`src/rtl/uart_irq_pkg.sv`:
```
package uart_irq_pkg;

    localparam int SRC_N     = 4;
    localparam int IDX_RX    = 0;
    localparam int IDX_ERR   = 1;
    localparam int IDX_TX    = 2;
    localparam int IDX_MODEM = 3;

    localparam int CODE_W    = 3;
    localparam int MAX_MULT  = 32;
    localparam int LVL_W     = $clog2(((1 << CODE_W) - 1) * MAX_MULT + 1);

    typedef struct packed {
        logic modem;
        logic tx;
        logic err;
        logic rx;
    } src_vec_t;

    // Scale factor applied to the transmit level code for each channel type.
    function automatic int unsigned level_mult(input int unsigned chan);
        case (chan)
            0:       return 32;
            1, 4:    return 8;
            2, 3:    return 2;
            default: return 0;
        endcase
    endfunction

endpackage

```
`src/rtl/uirq_tx_trigger.sv`:
```
module uirq_tx_trigger
    import uart_irq_pkg::*;
#(
    parameter int unsigned CHANNEL = 0,
    parameter int          CNT_W   = 8
) (
    input  logic                fifo_en,
    input  logic [CODE_W-1:0]   code,
    input  logic [CNT_W-1:0]    count,
    output logic [LVL_W-1:0]    level,
    output logic                trig
);
    localparam int unsigned MULT  = level_mult(CHANNEL);
    localparam int          CMP_W = (CNT_W > LVL_W) ? CNT_W : LVL_W;

    generate
        if (MULT == 0) begin : g_no_level
            assign level = '0;
        end else begin : g_scaled
            localparam logic [LVL_W-1:0] MULT_V = LVL_W'(MULT);
            assign level = LVL_W'(code) * MULT_V;
        end
    endgenerate

    assign trig = fifo_en && (CMP_W'(count) <= CMP_W'(level));

endmodule

```
`src/rtl/uirq_src_reg.sv`:
```
module uirq_src_reg
    import uart_irq_pkg::*;
(
    input  logic      clk,
    input  logic      rst,
    input  src_vec_t  set_i,
    input  src_vec_t  clr_i,
    output src_vec_t  src_q,
    output src_vec_t  src_next
);
    // A cause raised in the same cycle as its clear is kept.
    always_comb begin
        src_next = (src_q & ~clr_i) | set_i;
    end

    always_ff @(posedge clk) begin
        if (rst) src_q <= '0;
        else     src_q <= src_next;
    end

endmodule

```
`src/rtl/uirq_mask_pend.sv`:
```
module uirq_mask_pend
    import uart_irq_pkg::*;
(
    input  logic      clk,
    input  logic      rst,
    input  logic      mask_we,
    input  src_vec_t  mask_wdata,
    input  src_vec_t  src_next,
    output src_vec_t  mask_q,
    output src_vec_t  pend_q,
    output logic      irq_q
);
    src_vec_t mask_next;
    src_vec_t pend_next;

    always_comb begin
        mask_next = mask_we ? mask_wdata : mask_q;
        pend_next = src_next & ~mask_next;
    end

    always_ff @(posedge clk) begin
        if (rst) begin
            mask_q <= '0;
            pend_q <= '0;
            irq_q  <= 1'b0;
        end else begin
            mask_q <= mask_next;
            pend_q <= pend_next;
            irq_q  <= |pend_next;
        end
    end

endmodule

```
`src/rtl/uart_irq_ctrl.sv`:
```
module uart_irq_ctrl
    import uart_irq_pkg::*;
#(
    parameter int unsigned CHANNEL = 0,
    parameter int          CNT_W   = 8
) (
    input  logic                      clk,
    input  logic                      rst,
    input  logic                      ev_rx,
    input  logic                      ev_err,
    input  logic                      ev_tx_done,
    input  logic                      ev_modem,
    input  logic [CNT_W-1:0]          tx_count,
    input  logic                      fifo_en,
    input  logic [2:0]                tx_lvl_code,
    input  logic                      mask_we,
    input  logic [3:0]                mask_wdata,
    input  logic                      pend_clr_we,
    input  logic [3:0]                pend_clr_data,
    input  logic                      src_clr_we,
    input  logic [3:0]                src_clr_data,
    output logic [3:0]                src_pend_o,
    output logic [3:0]                mask_o,
    output logic [3:0]                pend_o,
    output logic                      irq_o,
    output logic [7:0]                tx_level_o,
    output logic                      tx_trig_o
);
    src_vec_t set_v, clr_v, src_q, src_nx, mask_q, pend_q;
    logic     trig;
    logic [LVL_W-1:0] level;

    uirq_tx_trigger #(.CHANNEL(CHANNEL), .CNT_W(CNT_W)) u_trig (
        .fifo_en (fifo_en),
        .code    (tx_lvl_code),
        .count   (tx_count),
        .level   (level),
        .trig    (trig)
    );

    always_comb begin
        set_v       = '0;
        set_v.rx    = ev_rx;
        set_v.err   = ev_err;
        set_v.tx    = ev_tx_done | trig;
        set_v.modem = ev_modem;
        clr_v = (pend_clr_we ? src_vec_t'(pend_clr_data) : src_vec_t'('0))
              | (src_clr_we  ? src_vec_t'(src_clr_data)  : src_vec_t'('0));
    end

    uirq_src_reg u_src (
        .clk      (clk),
        .rst      (rst),
        .set_i    (set_v),
        .clr_i    (clr_v),
        .src_q    (src_q),
        .src_next (src_nx)
    );

    uirq_mask_pend u_mp (
        .clk        (clk),
        .rst        (rst),
        .mask_we    (mask_we),
        .mask_wdata (src_vec_t'(mask_wdata)),
        .src_next   (src_nx),
        .mask_q     (mask_q),
        .pend_q     (pend_q),
        .irq_q      (irq_o)
    );

    assign src_pend_o = src_q;
    assign mask_o     = mask_q;
    assign pend_o     = pend_q;
    assign tx_level_o = 8'(level);
    assign tx_trig_o  = trig;

endmodule

```
`config.mk`:
```
export PLATFORM = sky130hd
export DESIGN_NAME = uart_irq_ctrl
export DESIGN_NICKNAME = d
export VERILOG_FILES = /design/src/rtl/uart_irq_pkg.sv /design/src/rtl/uirq_tx_trigger.sv /design/src/rtl/uirq_src_reg.sv /design/src/rtl/uirq_mask_pend.sv /design/src/rtl/uart_irq_ctrl.sv
export SDC_FILE = /design/constraint.sdc
export NUM_CORES = 1
export LEC_CHECK = 0
export BUFFER_PORTS_ARGS = -buffer_cell sky130_fd_sc_hd__buf_2
export CAP_MARGIN = 0
export CELL_PAD_IN_SITES_DETAIL_PLACEMENT = 1
export CELL_PAD_IN_SITES_GLOBAL_PLACEMENT = 2
export CORE_ASPECT_RATIO = 0.7
export CORE_UTILIZATION = 20
export DETAILED_ROUTE_END_ITERATION = 10
export GPL_TIMING_DRIVEN = 0
export PLACE_DENSITY = 0.9
export RECOVER_POWER = 50
export SETUP_SLACK_MARGIN = 0.4
export SYNTH_ARGS = -nofsm -noshare
export SYNTH_HDL_FRONTEND = slang
export SYNTH_SLANG_ARGS = --single-unit
```
`constraint.sdc`:
```
create_clock -name clk -period 2.6 [get_ports clk]
set_input_delay 0.39 -clock clk [delete_from_list [all_inputs] [get_ports clk]]
set_output_delay 0.39 -clock clk [all_outputs]
set_load 0.03 [all_outputs]
```
==> results.md <==
- Run status: complete, no violations
- Class of the tightest hold or removal check: in2reg
- Required arrival time at the worst endpoint: 2210 ps
- Leakage component of the power: 0.539 nW
- Synth top area share: 0.400
- Number of cell instances on the worst register-to-register path: 4
- Gr ovfl total: 0
- Cell repeated most along the worst path: sky130_fd_sc_hd__buf_2
- Setup slack of the most critical reg-to-reg path: 1370 ps
- Clock tree from TritonCTS: built
- Final TNS setup: 0 ps
- Initial standard-cell utilization of the core: 0.221
- Worst-case clock buffer depth: 2
- Fraction of power consumed by the clock network: 0.321
- CP cell instances: buf_2, inv_1, ha_1, and4bb_2, a22oi_1, nor2_1, buf_2
- Flip-flop cell with the highest count after synthesis: sky130_fd_sc_hd__dfxtp_1
- Detail Route Antenna Nets: 0
- MaxCap Viol Count: 0
- Antenna fix cells: 0
- Library cell with the largest summed area after synthesis: sky130_fd_sc_hd__dfxtp_1
- Number of enable-type register cells in the synthesized netlist: 0
- Internal Dissipation: 382 uW
- Critical R2R Capture: u_mp.irq_q
- Layout Nets: 158
- Final wirelength: 1810 um
- Worst vdd ir: 276 uV
- DRC violation count after routing: 0
- Worst hold start: rst
- Half-perimeter wire length after placement: 1620 um
- Number of buffers inserted to repair setup after CTS: 0
- Detail-routed via count per cell: 4.12
- Area contributors post-synth: sky130_fd_sc_hd__dfxtp_1 40%, sky130_fd_sc_hd__buf_4 9.2%, sky130_fd_sc_hd__mux2i_1 6.2%, sky130_fd_sc_hd__ha_1 5.8%, sky130_fd_sc_hd__nor2_1 4.0%
- Max Transition Viols Final: 0
- Total standard cell area after synthesis: 651 sq um
- Final-report setup violation count: 0
- Critical Setup Path Class: in2out
- DR vias: 647
- Startpoint of the worst register-to-register path: u_src.src_q[0]
- Clock Pin Slew Worst Setup and Hold Paths: 60 ps
- Total die area: 3490 sq um
- End of the critical path: tx_trig_o
- Clock Sinks: 13
- Final Skew: 6.86 ps
- Initial DRT Pass Iterations: 2
- Number of cells in the finished layout apart from fillers: 157
- Combinational power share: 0.276
- Clk Latency, worst-skew pair: 240 ps
- RSZ-0062 raised after global routing: no
- Share of power burned in registers: 0.403
- First DRT Iteration DRCs: 11
- Number of flip-flops and latches in the synthesized netlist: 13
- CTS resizes: 0
- Switching share of power: 0.302
- Crit Path Max Fanout: 3
- Weighted congestion at the end of routability-driven global placement: 0.688
- Worst Setup SP: tx_lvl_code[2]
- Post-CTS Hold Fix Bufs: 0
- Core outline area: 2940 sq um
- Count of distinct cell types in the synthesized netlist: 26
- Yosys warning count: 0
- Vertical die dimension: 49.7 um
- Number of H-tree levels: 1
- Post-route total power: 547 uW
- Cell count after placement: 153
- Category of the worst setup path launch point: input port
- Number of hold violations in the final report: 0
- Antenna violations before repair: 0
- Clock period minus final worst setup slack: 1900 ps
- F_max: 526 MHz
- Number of buffer cells added on primary ports: 48
- Cell row count: 16
- Maximum number of pins on one net before global-route repair: 9
- Crit path max-delay cell type: sky130_fd_sc_hd__ha_1
- Routed wire length per instance: 11.5 um
- Total clock buffers created by CTS: 3
- Global-route wire length before repair: 3060 um
- I/O pin cnt: 55
- Root Buffer: sky130_fd_sc_hd__clkbuf_8
- Via count of the first global-routing pass: 645
- Async set-or-reset flop fraction in the synthesized netlist: 0
- Floorplan die width: 70.2 um
- Leading cell types by count after synthesis: 13 x sky130_fd_sc_hd__dfxtp_1, 8 x sky130_fd_sc_hd__buf_4, 7 x sky130_fd_sc_hd__nor2_1
- Power Dens Cells: 554 nW/um^2
- Global-route total usage across every layer: 0.116
- Period utilisation layout: 0.731
- Area delta synth->final: 51.9%
- Post-synthesis instance total: 65
- Slowest Stage Delay on Critical Path: 300 ps
- Endpoint kind of the worst setup timing path: output pin
- Most instantiated library cell after synthesis: sky130_fd_sc_hd__dfxtp_1
- Layout cell share with drive strength beyond 1: 0.488
- P_sw: 165 uW
- Arr. time, crit path: 1510 ps
- Synthesized area divided by synthesized cell count: 10.0 sq um
- Sequential-to-total area share from yosys stat: 0.400
[power by group through the flow]
| stage | combinational, mW | sequential, mW | clock, mW |
|---|---|---|---|
| 2_1_floorplan | 0.0673 | 0.255 | 0 |
| 3_3_place_gp | 0.152 | 0.224 | 0 |
| 3_5_place_dp | 0.154 | 0.224 | 0 |
| 4_1_cts | 0.155 | 0.220 | 0.184 |
| 5_1_grt | 0.165 | 0.222 | 0.197 |
| 6_report | 0.151 | 0.220 | 0.176 |
[registers in the layout, summed over array words and instances, names as in the netlist]
signal       flops
u_src.src_q      4
u_mp.irq_q       1
u_mp.pend_q      4
u_mp.mask_q      4
[area by class of cell]
class	count	area, sq um
inverter	5	18.8
timing repair buffer	48	233
sequential	13	260
clock buffer	4	45.0
tap	36	45.0
buffer	9	71.3
fill	373	1950
multi-input combinational	42	315
[cells by family (layout without fill, tap and decap cells)]
kind of cell / count (synthesis) / count (layout) / synth area share
buffers and inverters: 14 / 66 / 0.138
AO/OA/AOI/OAI: 15 / 15 / 0.194
flip-flops: 13 / 13 / 0.400
AND/OR/NAND/NOR: 15 / 15 / 0.142
other: 1 / 5 / 0.00576
multiplexers: 4 / 4 / 0.0615
adder cells (fa/ha/maj): 3 / 3 / 0.0577
[worst max-delay path: cells and delay by family]
family          cells  cell delay [ps]
fa+ha+maj           1              300
compound gates      1              210
simple gates        2              300
buf+inv             3              310
[per-stage QoR]
| stage | setup slack, ps | hold WS, ps | instance area, sq um | util |
|---|---|---|---|---|
| 6_report | 700 | 413 | 988 | 0.336 |
| 5_1_grt | 585 | 431 | 988 | 0.336 |
| 3_3_place_gp | 691 | 510 | 951 | 0.323 |
| 4_1_cts | 688 | 419 | 996 | 0.338 |
| 2_1_floorplan | 799 | 462 | 666 | - |
| 3_5_place_dp | 684 | 513 | 951 | 0.323 |
[metal layers]
layer	vias to the layer above	global-route usage	wire length (um)
met5	-	0	0
met4	0	0.0200	0
met3	0	0.0532	132
met2	20	0.188	859
met1	296	0.145	819
li1	331	-	-
[cell usage in the layout (no fill, tap or decap)]
| cell type | netlist | routed |
|---|---|---|
| sky130_fd_sc_hd__dfxtp_1 | 13 | 13 |
| sky130_fd_sc_hd__a21o_1 | 1 | 1 |
| sky130_fd_sc_hd__and4bb_2 | 1 | 1 |
| sky130_fd_sc_hd__buf_4 | 8 | 8 |
| sky130_fd_sc_hd__and2_1 | 1 | 1 |
| sky130_fd_sc_hd__nand2_1 | 1 | 1 |
| sky130_fd_sc_hd__o2111a_1 | 1 | 1 |
| sky130_fd_sc_hd__a21boi_0 | 1 | 2 |
| sky130_fd_sc_hd__buf_2 | 0 | 42 |
| sky130_fd_sc_hd__o21a_1 | 1 | 1 |
| sky130_fd_sc_hd__clkbuf_8 | 0 | 3 |
| sky130_fd_sc_hd__ha_1 | 3 | 3 |
| sky130_fd_sc_hd__o2111a_2 | 1 | 1 |
| sky130_fd_sc_hd__a311oi_2 | 1 | 1 |
| sky130_fd_sc_hd__o211a_1 | 2 | 2 |
| sky130_fd_sc_hd__a22oi_1 | 3 | 3 |
| sky130_fd_sc_hd__mux2i_1 | 4 | 4 |
| sky130_fd_sc_hd__nor4b_2 | 1 | 1 |
| sky130_fd_sc_hd__a21oi_1 | 2 | 2 |
| sky130_fd_sc_hd__conb_1 | 1 | 5 |
| sky130_fd_sc_hd__nand3b_1 | 3 | 3 |
| sky130_fd_sc_hd__nor2_1 | 7 | 7 |
| sky130_fd_sc_hd__o21ai_1 | 1 | 1 |
| sky130_fd_sc_hd__inv_1 | 4 | 4 |
| sky130_fd_sc_hd__and3_1 | 1 | 1 |
| sky130_fd_sc_hd__clkbuf_1 | 0 | 7 |
| sky130_fd_sc_hd__buf_6 | 1 | 1 |
| sky130_fd_sc_hd__inv_2 | 1 | 1 |
[worst min path at each step]
stage | endpoint | depth (start not counted)
after floorplan | u_mp.mask_q[0] | 1
final | u_mp.mask_q[2] | 2
after CTS | u_mp.mask_q[2] | 3
after detailed placement | u_mp.mask_q[2] | 2
after global placement | u_mp.mask_q[2] | 2
after global routing | u_mp.mask_q[0] | 3
(Power assumes the default switching activity.)
